===== src/rtl/cwc_pkg.sv =====
package cwc_pkg;
   typedef enum logic [2:0] {
      OP_WAKE_SET = 3'd0,
      OP_WAKE_CLR = 3'd1,
      OP_SBY_SET  = 3'd2,
      OP_SBY_CLR  = 3'd3,
      OP_WEN_WR   = 3'd4,
      OP_START    = 3'd5,
      OP_PWR_OFF  = 3'd6,
      OP_NONE     = 3'd7
   } cwc_op_e;

   localparam int REASON_W = 2;
   localparam logic [REASON_W-1:0] RSN_COLD  = 2'b00;
   localparam logic [REASON_W-1:0] RSN_IRQWK = 2'b01;
   localparam logic [REASON_W-1:0] RSN_PONRQ = 2'b10;

   typedef struct packed {
      logic wk_set;
      logic wk_clr;
      logic sby_set;
      logic sby_clr;
      logic wen_wr;
      logic start;
      logic pwr_off;
   } cwc_strobe_t;
endpackage


===== src/rtl/cwc_decode.sv =====
module cwc_decode
   import cwc_pkg::*;
#(
   parameter int NUM_CORES = 4,
   localparam int CID_W = (NUM_CORES > 1) ? $clog2(NUM_CORES) : 1
) (
   input  logic                cmd_valid,
   input  logic [2:0]          cmd_op,
   input  logic [CID_W-1:0]    cmd_cid,
   output cwc_strobe_t         strb [NUM_CORES]
);
   cwc_strobe_t op_strb;

   always_comb begin
      op_strb = '0;
      if (cmd_valid) begin
         unique case (cwc_op_e'(cmd_op))
            OP_WAKE_SET: op_strb.wk_set  = 1'b1;
            OP_WAKE_CLR: op_strb.wk_clr  = 1'b1;
            OP_SBY_SET:  op_strb.sby_set = 1'b1;
            OP_SBY_CLR:  op_strb.sby_clr = 1'b1;
            OP_WEN_WR:   op_strb.wen_wr  = 1'b1;
            OP_START:    op_strb.start   = 1'b1;
            OP_PWR_OFF:  op_strb.pwr_off = 1'b1;
            default:     op_strb = '0;
         endcase
      end
   end

   for (genvar c = 0; c < NUM_CORES; c++) begin : g_sel
      always_comb begin
         strb[c] = (32'(cmd_cid) == c) ? op_strb : '0;
      end
   end
endmodule


===== src/rtl/cwc_core_slot.sv =====
module cwc_core_slot
   import cwc_pkg::*;
(
   input  logic                 clk,
   input  logic                 rst_n,
   input  cwc_strobe_t          strb,
   input  logic                 arg,
   output logic                 ack_o,
   output logic                 rst_o,
   output logic                 powered_o,
   output logic                 pend_o,
   output logic                 sby_o,
   output logic                 wen_o,
   output logic [REASON_W-1:0]  reason_o
);
   logic wake_on;
   assign wake_on = strb.wk_set && !powered_o && wen_o;

   always_ff @(posedge clk) begin
      if (!rst_n) begin
         ack_o     <= 1'b0;
         rst_o     <= 1'b0;
         powered_o <= 1'b0;
         pend_o    <= 1'b0;
         sby_o     <= 1'b0;
         wen_o     <= 1'b0;
         reason_o  <= RSN_COLD;
      end else begin
         ack_o <= wake_on;
         rst_o <= wake_on || strb.start;
         if (strb.wk_set) pend_o <= 1'b1;
         if (strb.wk_clr) pend_o <= 1'b0;
         if (strb.sby_set) sby_o <= 1'b1;
         if (strb.sby_clr) sby_o <= 1'b0;
         if (strb.wen_wr) wen_o <= arg;
         if (wake_on) begin
            powered_o <= 1'b1;
            reason_o  <= RSN_IRQWK;
         end
         if (strb.start) begin
            powered_o <= 1'b1;
            pend_o    <= 1'b0;
            sby_o     <= 1'b0;
            reason_o  <= arg ? RSN_PONRQ : RSN_COLD;
         end
         if (strb.pwr_off) powered_o <= 1'b0;
      end
   end

   a_r2_wake_sets_pending: assert property (@(posedge clk) disable iff (!rst_n)
      strb.wk_set |=> pend_o);
   a_r5_clear_drops_pending: assert property (@(posedge clk) disable iff (!rst_n)
      strb.wk_clr |=> !pend_o);
   a_r4_ack_needs_off_enabled: assert property (@(posedge clk) disable iff (!rst_n)
      (strb.wk_set && (powered_o || !wen_o)) |=> !ack_o);
   a_r6_powered_keeps_reason: assert property (@(posedge clk) disable iff (!rst_n)
      (strb.wk_set && powered_o) |=> $stable(reason_o));
   a_r3_reset_with_power: assert property (@(posedge clk) disable iff (!rst_n)
      rst_o |-> powered_o);
   a_r7_start_clears: assert property (@(posedge clk) disable iff (!rst_n)
      strb.start |=> (!sby_o && !pend_o && powered_o));
endmodule


===== src/rtl/cwc_merge.sv =====
module cwc_merge #(
   parameter int NUM_CORES = 4
) (
   input  logic                 clk,
   input  logic                 rst_n,
   input  logic [NUM_CORES-1:0] ack_vec,
   output logic                 ack_any
);
   assign ack_any = |ack_vec;

   a_r4_single_ack: assert property (@(posedge clk) disable iff (!rst_n)
      $onehot0(ack_vec));
endmodule


===== src/rtl/core_wake_ctrl.sv =====
module core_wake_ctrl
   import cwc_pkg::*;
#(
   parameter int NUM_CORES = 4,
   localparam int CID_W = (NUM_CORES > 1) ? $clog2(NUM_CORES) : 1
) (
   input  logic                        clk,
   input  logic                        rst_n,
   input  logic                        cmd_valid,
   input  logic [2:0]                  cmd_op,
   input  logic [CID_W-1:0]            cmd_cid,
   input  logic                        cmd_arg,
   output logic                        wake_ack,
   output logic [NUM_CORES-1:0]        core_rst,
   output logic [NUM_CORES-1:0]        powered,
   output logic [NUM_CORES-1:0]        wake_pend,
   output logic [NUM_CORES-1:0]        standby,
   output logic [NUM_CORES-1:0]        wake_en,
   output logic [2*NUM_CORES-1:0]      wake_reason
);
   if (NUM_CORES < 1 || NUM_CORES > 64) begin : g_bad_cores
      $error("core_wake_ctrl: NUM_CORES out of range");
   end
   if (REASON_W != 2) begin : g_bad_reason
      $error("core_wake_ctrl: reason width must be 2");
   end

   cwc_strobe_t            strb [NUM_CORES];
   logic [NUM_CORES-1:0]   ack_vec;

   cwc_decode #(.NUM_CORES(NUM_CORES)) u_dec (
      .cmd_valid (cmd_valid),
      .cmd_op    (cmd_op),
      .cmd_cid   (cmd_cid),
      .strb      (strb)
   );

   for (genvar c = 0; c < NUM_CORES; c++) begin : g_core
      cwc_core_slot u_slot (
         .clk       (clk),
         .rst_n     (rst_n),
         .strb      (strb[c]),
         .arg       (cmd_arg),
         .ack_o     (ack_vec[c]),
         .rst_o     (core_rst[c]),
         .powered_o (powered[c]),
         .pend_o    (wake_pend[c]),
         .sby_o     (standby[c]),
         .wen_o     (wake_en[c]),
         .reason_o  (wake_reason[2*c +: 2])
      );
   end

   cwc_merge #(.NUM_CORES(NUM_CORES)) u_merge (
      .clk     (clk),
      .rst_n   (rst_n),
      .ack_vec (ack_vec),
      .ack_any (wake_ack)
   );

   a_r10_idle_no_pulse: assert property (@(posedge clk) disable iff (!rst_n)
      !cmd_valid |=> (!wake_ack && core_rst == '0));
endmodule


===== config.mk =====
export PLATFORM = sky130hd
export DESIGN_NAME = core_wake_ctrl
export DESIGN_NICKNAME = d
export VERILOG_FILES = /design/src/rtl/cwc_pkg.sv /design/src/rtl/cwc_decode.sv /design/src/rtl/cwc_core_slot.sv /design/src/rtl/cwc_merge.sv /design/src/rtl/core_wake_ctrl.sv
export SDC_FILE = /design/constraint.sdc
export NUM_CORES = 1
export LEC_CHECK = 0
export BUFFER_PORTS_ARGS = -buffer_cell sky130_fd_sc_hd__buf_2
export CORE_MARGIN = 2
export CORE_UTILIZATION = 50
export CTS_BUF_LIST = sky130_fd_sc_hd__clkbuf_2
export CTS_CLUSTER_DIAMETER = 100
export CTS_CLUSTER_SIZE = 16
export DETAILED_ROUTE_END_ITERATION = 6
export PLACE_DENSITY = 0.76
export SLEW_MARGIN = 20
export SYNTH_ARGS = -nofsm -noshare
export SYNTH_HDL_FRONTEND = slang
export SYNTH_SLANG_ARGS = --single-unit

===== constraint.sdc =====
create_clock -name clk -period 1.5 [get_ports clk]
set_clock_uncertainty 0.2 [all_clocks]
set_input_delay 0.3 -clock clk [delete_from_list [all_inputs] [get_ports clk]]
set_output_delay 0.3 -clock clk [all_outputs]
set_load 0.005 [all_outputs]

==> results.json, run 1 <==
{
  "drive_gt1_frac": 0.414,
  "place_area_um2": 1920,
  "cp_max_fo": 1,
  "ys_seq_area_frac": 0.383,
  "first_pass_iters": 4,
  "first_iter_violations": 127,
  "yosys_most_used_dff": "dfxtp_1",
  "area_growth_pct": 23.1,
  "synth_common_cells": "32 x dfxtp_1, 22 x buf_4, 17 x a21oi_1",
  "path_cells": "or4_1 -> buf_2",
  "period_share": 1.25,
  "synth_area_per_cell_um2": 8.80,
  "cts_root_buffer": "clkbuf_2",
  "synthTopCellsByArea": "dfxtp_1 38%, buf_4 9.9%, a21oi_1 5.1%, o221a_2 2.7%, o21ai_0 2.4%",
  "max_stage_delay_ns": 0.52,
  "cp.required_ns": 1.00,
  "tritoncts": "built",
  "ys_seq_elements": 32,
  "cp-start-kind": "register",
  "worst_pin_slew_ns": 0.372,
  "hold_path_class": "in2reg",
  "status": "finished, violations left",
  "crit_slowest_cell": "or4_1",
  "cts_sinks": 32,
  "synth.most_common_cell": "dfxtp_1",
  "leakagePower_nw": 0.874,
  "worstSetupPathType": "reg2out",
  "comb_power_share": 0.138,
  "grt_pass1_wl_um": 7060,
  "max_cap_viol_count": 0,
  "grt_usage": 0.252,
  "grt_max_degree": 15,
  "powerDensity_nw_per_um2": 718,
  "utilization": 0.658,
  "finalSetupViolations": 1,
  "htreeDepth": 2,
  "nets": 245,
  "reg2reg_from": "g_core[2].u_slot.wen_o",
  "dieArea_um2": 3820,
  "power_frac_seq": 0.584,
  "finalInstanceArea_um2": 2060,
  "nFillCells": 252,
  "cts_inserted_buffers": 5,
  "grt_pass1_vias": 1560,
  "worst-r2r-cell-count": 4,
  "ant_nets": 0,
  "die_h_um": 61.8,
  "crit_arrival_ns": 1.38,
  "start_util": 0.534,
  "vias": 1582,
  "io_pins": 38,
  "failed_checks": "negative setup slack",
  "synth.distinct_cells": 44,
  "peakVddDrop_v": 0.000320,
  "synthCells": 190,
  "power_mw": 1.48,
  "die_width_um": 61.8,
  "rsz0062_at_grt": "yes",
  "p_int_mw": 1.05,
  "antenna_cells": 0,
  "fmax_ghz": 0.532,
  "synth_largest_area_cell": "dfxtp_1",
  "synth_edf_count": 0,
  "fin_ws_ns": -0.381,
  "async_reset_ff_frac": 0,
  "clkLatencyLatePin_ns": 0.38,
  "dp_hpwl_um": 3180,
  "coreArea_um2": 3130,
  "crit_path_end_kind": "output pin",
  "synth_top_area_frac": 0.383,
  "yosysWarnings": 0,
  "postRouteWirelength_um": 4330,
  "rows": 20,
  "place_congestion": 0.933,
  "swShare": 0.289,
  "overflow": 0,
  "synth_nets": 199,
  "drc": 0,
  "r2r_setup_slack_ns": 0.02,
  "fin_setup_tns_ns": -0.381,
  "power.switching_mw": 0.427,
  "clkPwrFrac": 0.278,
  "path_clk_slew_ns": 0.18,
  "rr_endpoint": "g_core[2].u_slot.reason_o[1]",
  "whs_path_depth": 3,
  "wl_per_cell_um": 15.4,
  "period_needed_ns": 1.88,
  "hold_end": "g_core[1].u_slot.reason_o[0]",
  "vias_per_cell": 5.63,
  "port-buffer-count": 37,
  "clockBufferDepth": 2,
  "worstHoldStart": "rst_n",
  "relSlewSlack": 0.750,
  "antenna_found_initial": 0,
  "holdWs_ns": 0.0875,
  "syn-cell-area_um2": 1670,
  "slew_viol_final": 0,
  "hold_viol": 0
}
## layout by cell type (no fill, tap or decap), types with 3 or more instances in the layout
cell / synthesis / routed
nor2_1: 9 / 9
buf_2: 6 / 34
buf_6: 1 / 6
and4bb_2: 3 / 3
buf_4: 22 / 31
nand4_1: 5 / 5
nand3b_1: 3 / 3
inv_1: 10 / 10
and2_1: 3 / 3
o221a_2: 4 / 4
nor3b_1: 4 / 4
dfxtp_2: 0 / 4
o21ai_0: 8 / 8
a21oi_1: 17 / 14
or4b_4: 1 / 3
nand2_1: 9 / 9
nand4b_1: 3 / 3
nor3_1: 6 / 6
dfxtp_1: 32 / 28
nand3_1: 3 / 3
clkbuf_2: 1 / 5
nor4_1: 5 / 5
a211oi_1: 4 / 4
## through the flow
stage                     instances  worst slack, ns
after floorplan                 190           0.0173
after CTS                       282           -0.408
after global placement          269          -0.0665
after detailed placement        269           -0.120
final                           281           -0.381
after global routing            281           -0.436
## power by group through the flow
| stage | Combinational [mW] | Clock (mW) | Sequential (mW) |
|---|---|---|---|
| 2_1_floorplan | 0.112 | 0 | 0.880 |
| 3_3_place_gp | 0.187 | 0 | 0.880 |
| 3_5_place_dp | 0.191 | 0 | 0.880 |
| 4_1_cts | 0.197 | 0.423 | 0.862 |
| 5_1_grt | 0.220 | 0.459 | 0.864 |
| 6_report | 0.204 | 0.411 | 0.863 |
## cells by family after synthesis
| group | synth area share |
|---|---|
| AND/OR/NAND/NOR | 0.290 |
| flip-flops | 0.383 |
| buffers and inverters | 0.158 |
| AO/OA/AOI/OAI | 0.168 |
## worst max-delay path: cells and delay by family, from the launching register on
kind	cells	cell delay, ns
simple gates	1	0.52
buf+inv	1	0.14
flops	1	0.33
## worst max path at each step
| stage | startpoint | endpoint | cells past startpoint | slack (ns) |
|---|---|---|---|---|
| after floorplan | cmd_cid[0] | g_core[0].u_slot.sby_o | 4 | 0.02 |
| after global placement | cmd_cid[1] | g_core[0].u_slot.sby_o | 4 | -0.07 |
| after detailed placement | cmd_cid[0] | g_core[0].u_slot.reason_o[0] | 4 | -0.12 |
| after CTS | g_core[1].u_slot.ack_o | wake_ack | 2 | -0.41 |
| after global routing | g_core[2].u_slot.ack_o | wake_ack | 2 | -0.44 |
| final | g_core[2].u_slot.ack_o | wake_ack | 2 | -0.38 |
## registers in the layout, indices dropped and copies added (netlist names)
| signal | cells |
|---|---|
| g_core.u_slot.rst_o | 4 |
| g_core.u_slot.powered_o | 4 |
| g_core.u_slot.reason_o | 8 |
| g_core.u_slot.sby_o | 4 |
| g_core.u_slot.wen_o | 4 |
| g_core.u_slot.pend_o | 4 |
| g_core.u_slot.ack_o | 4 |
## per-layer routing
| layer | vias to the layer above | GRT usage | wire length, um |
|---|---|---|---|
| met5 | - | 0 | 0 |
| met4 | 0 | 0.134 | 76 |
| met3 | 8 | 0.0621 | 264 |
| met2 | 63 | 0.402 | 2020 |
| met1 | 745 | 0.314 | 1970 |
| li1 | 766 | - | - |
## what timing repair did
item                                    4_1_cts  5_1_grt
buffers inserted                              4        0
hold buffers                                  1        0
gates resized for setup                      10        8
pin swaps                                     0        4
endpoints found under the hold margin         1        0
cloned                                        0        0
endpoints found under the setup margin        5       10
## layout make-up
cell class / instances / area (um2) / area share
clock buffer: 5 / 25.0 / 0.0122
clock inverter: 3 / 13.8 / 0.00669
inverter: 11 / 41.3 / 0.0201
multi-input combinational: 114 / 796 / 0.387
sequential: 32 / 646 / 0.314
tap: 44 / 55.1 / 0.0268
timing repair buffer: 72 / 480 / 0.234
Power figures use the tool's default switching activity.
==> inputs of run 2 (changes only) <==
ABC_AREA = 1   (was default)
CORE_UTILIZATION = 49   (was 50)
PLACE_DENSITY = 0.75   (was 0.76)
==> results.json, run 2 <==
{
  "synthTopCellsByArea": "dfxtp_1 41%, buf_4 9.5%, nor2_1 5.7%, inv_1 5.5%, a21oi_1 5.4%",
  "r2r_setup_slack_ns": 0.34,
  "synthCells": 194,
  "finalSetupViolations": 1,
  "overflow": 0,
  "cts_inserted_buffers": 5,
  "fin_setup_tns_ns": -0.334,
  "grt_usage": 0.184,
  "leakagePower_nw": 0.835,
  "cp.required_ns": 1.00,
  "slew_viol_final": 0,
  "failed_checks": "negative setup slack",
  "hold_path_class": "in2reg",
  "period_share": 1.22,
  "finalInstanceArea_um2": 1730,
  "postCtsHoldBufs": 0,
  "worst_pin_slew_ns": 0.260,
  "final_common_cell": "buf_2",
  "first_pass_iters": 4,
  "tritoncts": "built",
  "wl_per_cell_um": 11.2,
  "first_iter_violations": 26,
  "relSlewSlack": 0.826,
  "synth_top_area_frac": 0.407,
  "nets": 231,
  "yosysWarnings": 0,
  "ant_nets": 0,
  "htreeDepth": 2,
  "crit_arrival_ns": 1.33,
  "synth.distinct_cells": 25,
  "start_util": 0.516,
  "endpoint": "wake_ack",
  "dp_hpwl_um": 2300,
  "die_width_um": 60.7,
  "cts_root_buffer": "clkbuf_2",
  "grt_pass1_vias": 1162,
  "clockBufferDepth": 2,
  "port-buffer-count": 37,
  "period_needed_ns": 1.83,
  "worstSetupStartpoint": "g_core[1].u_slot.ack_o",
  "status": "finished, violations left",
  "coreArea_um2": 3050,
  "worstSetupPathType": "reg2out",
  "io_pins": 38,
  "fmax_ghz": 0.545,
  "rsz0062_at_grt": "yes",
  "vias_per_cell": 4.73,
  "place_congestion": 0.812,
  "place_area_um2": 1690,
  "grt_pass1_wl_um": 4970,
  "syn-cell-area_um2": 1570,
  "synth_nets": 203,
  "cts_setup_buffers": 0,
  "drc": 0,
  "antenna_cells": 0,
  "postRouteWirelength_um": 2980,
  "powerDensity_nw_per_um2": 816,
  "grt_max_degree": 11,
  "area_growth_pct": 10.1,
  "synth.most_common_cell": "dfxtp_1",
  "rr_endpoint": "g_core[3].u_slot.reason_o[1]",
  "cp-start-kind": "register",
  "synth_largest_area_cell": "dfxtp_1",
  "cts_sinks": 32,
  "final_cell_mix": "37 x buf_2, 32 x dfxtp_1, 24 x nor2_1",
  "largest_reg_flops": 8,
  "async_reset_ff_frac": 0,
  "drive_gt1_frac": 0.345,
  "crit_path_end_kind": "output pin",
  "synth_area_per_cell_um2": 8.11,
  "hold_viol": 0,
  "rows": 20,
  "clkLatencyLatePin_ns": 0.37,
  "yosys_most_used_dff": "dfxtp_1",
  "synth_common_cells": "32 x dfxtp_1, 24 x nor2_1, 23 x inv_1",
  "top_register": "g_core.u_slot.reason_o",
  "fin_ws_ns": -0.334,
  "antenna_found_initial": 0,
  "utilization": 0.568,
  "max_cap_viol_count": 0,
  "whs_path_depth": 3,
  "peakVddDrop_v": 0.000416,
  "vias": 1263,
  "dieArea_um2": 3680,
  "cp_max_fo": 1,
  "ys_seq_elements": 32,
  "worst-r2r-cell-count": 5,
  "path_clk_slew_ns": 0.17,
  "synth_edf_count": 0,
  "ys_seq_area_frac": 0.407,
  "reg2reg_from": "g_core[3].u_slot.wen_o",
  "die_h_um": 60.7
}
run 2: cell count changes after synthesis, moves of 4 or more:
| cell | before | now |
|---|---|---|
| a211oi_1 | 4 | 0 |
| a211oi_2 | 0 | 4 |
| buf_2 | 6 | 0 |
| inv_1 | 10 | 23 |
| nand2_1 | 9 | 19 |
| nand2_2 | 0 | 7 |
| nand3_1 | 3 | 15 |
| nand4_1 | 5 | 0 |
| nor2_1 | 9 | 24 |
| nor3b_1 | 4 | 0 |
| nor4_1 | 5 | 0 |
| o21ai_0 | 8 | 4 |
| o221a_2 | 4 | 0 |
run 2: cells by family after synthesis:
| kind of cell | share of synthesized area |
|---|---|
| DFF | 0.407 |
| buffers and inverters | 0.178 |
| and+or+nand+nor | 0.288 |
| AOI/OAI and AO/OA | 0.127 |
run 2: where the power goes:
| part | internal, mW | total [mW] | switching [mW] |
|---|---|---|---|
| Combinational | 0.0471 | 0.143 | 0.0954 |
| Clock | 0.117 | 0.410 | 0.294 |
| Sequential | 0.858 | 0.861 | 0.00337 |
| Total | 1.02 | 1.41 | 0.392 |
run 2: area by class of cell:
class                      count  area [um2]
sequential                    32         641
fill                         309        1320
tap                           44        55.1
clock buffer                   6        30.0
inverter                      28         113
multi-input combinational    112         653
clock inverter                 2        11.3
timing repair buffer          43         230
run 2: stage by stage:
stage	setup WS, ns	hold slack (ns)	instances	power [mW]
2_1_floorplan	0.204	0.242	194	0.976
3_3_place_gp	-0.0925	0.234	259	1.02
3_5_place_dp	-0.0618	0.233	259	1.02
4_1_cts	-0.354	0.0186	267	1.43
5_1_grt	-0.410	0.0221	267	1.49
6_report	-0.334	0.0507	267	1.41
run 2: metal layers:
layer  track usage  up-vias  part of all wire
met5             0        -                 0
met4        0.0745        0             0.021
met3        0.0576        8             0.048
met2         0.292       36              0.46
met1         0.233      562              0.47
li1              -      657                 -
run 2: critical path: stages (launching register included):
cell     delay, ns
dfxtp_1       0.34
or4_1         0.50
buf_2         0.14
run 2: what timing repair did:
action                     CTS  global route
pin swaps                    0             0
setup endpoints to repair    1             1
gates resized for setup      0             0
run 2: how the worst min path moves through the flow:
stage	start	endpoint	slack [ns]
6_report	cmd_arg	g_core[0].u_slot.reason_o[1]	0.05
3_5_place_dp	g_core[3].u_slot.reason_o[0]	g_core[3].u_slot.reason_o[0]	0.23
3_3_place_gp	g_core[3].u_slot.reason_o[0]	g_core[3].u_slot.reason_o[0]	0.23
2_1_floorplan	g_core[3].u_slot.sby_o	g_core[3].u_slot.sby_o	0.24
4_1_cts	cmd_arg	g_core[0].u_slot.reason_o[1]	0.02
5_1_grt	cmd_arg	g_core[2].u_slot.reason_o[1]	0.02
==> inputs of run 3 (changes only) <==
MAX_ROUTING_LAYER = met4   (was default)
==> results.json, run 3 (synthesized netlist as in run 2, its figures left out) <==
{
  "p_int_mw": 1.02,
  "nFillCells": 309,
  "antenna_cells": 0,
  "fmax_ghz": 0.546,
  "period_share": 1.22,
  "ant_nets": 0,
  "port-buffer-count": 37,
  "comb_power_share": 0.101,
  "period_needed_ns": 1.83,
  "dieArea_um2": 3680,
  "power_frac_seq": 0.610,
  "start_util": 0.516,
  "grt_max_degree": 11,
  "largest_reg_flops": 8,
  "path_clk_slew_ns": 0.17,
  "dp_hpwl_um": 2300,
  "place_congestion": 0.824,
  "io_pins": 38,
  "hold_viol": 0,
  "cts_inserted_buffers": 5,
  "antenna_found_initial": 0,
  "cts_sinks": 32,
  "drc": 0,
  "r2r_setup_slack_ns": 0.34,
  "worstHoldStart": "cmd_arg",
  "final_common_cell": "buf_2",
  "crit_path_end_kind": "output pin",
  "leakagePower_nw": 0.835,
  "clkPwrFrac": 0.289,
  "worst-r2r-cell-count": 5,
  "vias_per_cell": 4.74,
  "multi_input_area_um2": 653,
  "cts_root_buffer": "clkbuf_2",
  "max_cap_viol_count": 0,
  "postCtsHoldBufs": 0,
  "die_h_um": 60.7,
  "peakVddDrop_v": 0.000415,
  "overflow": 0,
  "clkLatencyLatePin_ns": 0.37,
  "place_area_um2": 1690,
  "vias": 1266,
  "cp_max_fo": 1,
  "tritoncts": "built",
  "die_width_um": 60.7,
  "failed_checks": "negative setup slack",
  "coreArea_um2": 3050,
  "power.switching_mw": 0.390,
  "first_iter_violations": 30,
  "grt_pass1_wl_um": 5000,
  "reg2reg_from": "g_core[2].u_slot.wen_o",
  "utilization": 0.568,
  "swShare": 0.276,
  "powerDensity_nw_per_um2": 815,
  "worstSetupPathType": "reg2out",
  "rr_endpoint": "g_core[2].u_slot.reason_o[0]",
  "final_cell_mix": "37 x buf_2, 32 x dfxtp_1, 24 x nor2_1",
  "finalSetupViolations": 1,
  "final-seq-area_um2": 641,
  "grt_pass1_vias": 1163,
  "worst_pin_slew_ns": 0.263,
  "hold_end": "g_core[0].u_slot.reason_o[1]",
  "relSlewSlack": 0.825,
  "hold_path_class": "in2reg",
  "htreeDepth": 2,
  "nets": 231,
  "drive_gt1_frac": 0.345,
  "crit_arrival_ns": 1.33,
  "clockBufferDepth": 2,
  "finalInstanceArea_um2": 1730,
  "whs_path_depth": 3,
  "slew_viol_final": 0,
  "status": "finished, violations left",
  "fin_ws_ns": -0.331,
  "grt_usage": 0.191,
  "wl_per_cell_um": 11.1,
  "cp-start-kind": "register",
  "top_register": "g_core.u_slot.reason_o",
  "postRouteWirelength_um": 2960,
  "first_pass_iters": 4,
  "area_growth_pct": 10.1,
  "rsz0062_at_grt": "yes",
  "cp.required_ns": 1.00,
  "cts-resized-gates": 0,
  "cts_setup_buffers": 0,
  "power_mw": 1.41,
  "rows": 20
}
## run 3: metrics by stage
step | setup TNS, ns | cells | hold WS [ns] | setup slack (ns)
2_1_floorplan | 0 | 194 | 0.242 | 0.204
3_3_place_gp | -0.321 | 259 | 0.234 | -0.0925
3_5_place_dp | -0.252 | 259 | 0.233 | -0.0618
4_1_cts | -0.354 | 267 | 0.0186 | -0.354
5_1_grt | -0.410 | 267 | 0.0222 | -0.410
6_report | -0.331 | 267 | 0.0531 | -0.331
## run 3: power by group through the flow
stage	Combinational, mW	Sequential, mW	Clock (mW)
floorplan	0.0977	0.879	0
global placement	0.139	0.879	0
detailed placement	0.142	0.879	0
CTS	0.143	0.861	0.424
global route	0.158	0.863	0.468
finish	0.142	0.861	0.408
## run 3: how the worst max path moves through the flow
stage          slack [ns]                     end  depth (start not counted)                   start
2_1_floorplan        0.20                wake_ack                          1  g_core[1].u_slot.ack_o
3_3_place_gp        -0.09  g_core[0].u_slot.wen_o                          7               cmd_op[0]
3_5_place_dp        -0.06  g_core[0].u_slot.wen_o                          7               cmd_op[0]
4_1_cts             -0.35                wake_ack                          2  g_core[1].u_slot.ack_o
5_1_grt             -0.41                wake_ack                          2  g_core[1].u_slot.ack_o
6_report            -0.33                wake_ack                          2  g_core[1].u_slot.ack_o
## run 3: critical path, cell delays in order, from the launching register on
cell and delay (ns):
dfxtp_1 0.33, or4_1 0.50, buf_2 0.14
## run 3: cell type report
class / instances / area share
multi-input combinational: 112 / 0.377
sequential: 32 / 0.370
timing repair buffer: 43 / 0.133
inverter: 28 / 0.0650
tap: 44 / 0.0318
clock buffer: 6 / 0.0173
clock inverter: 2 / 0.00650
## run 3: layer usage
metal | track usage | wire (um) | vias to the layer above
met1 | 0.236 | 1390 | 560
met3 | 0.0576 | 154 | 8
li1 | - | - | 660
met2 | 0.292 | 1350 | 38
met5 | - | 0 | -
met4 | 0.0745 | 66 | 0
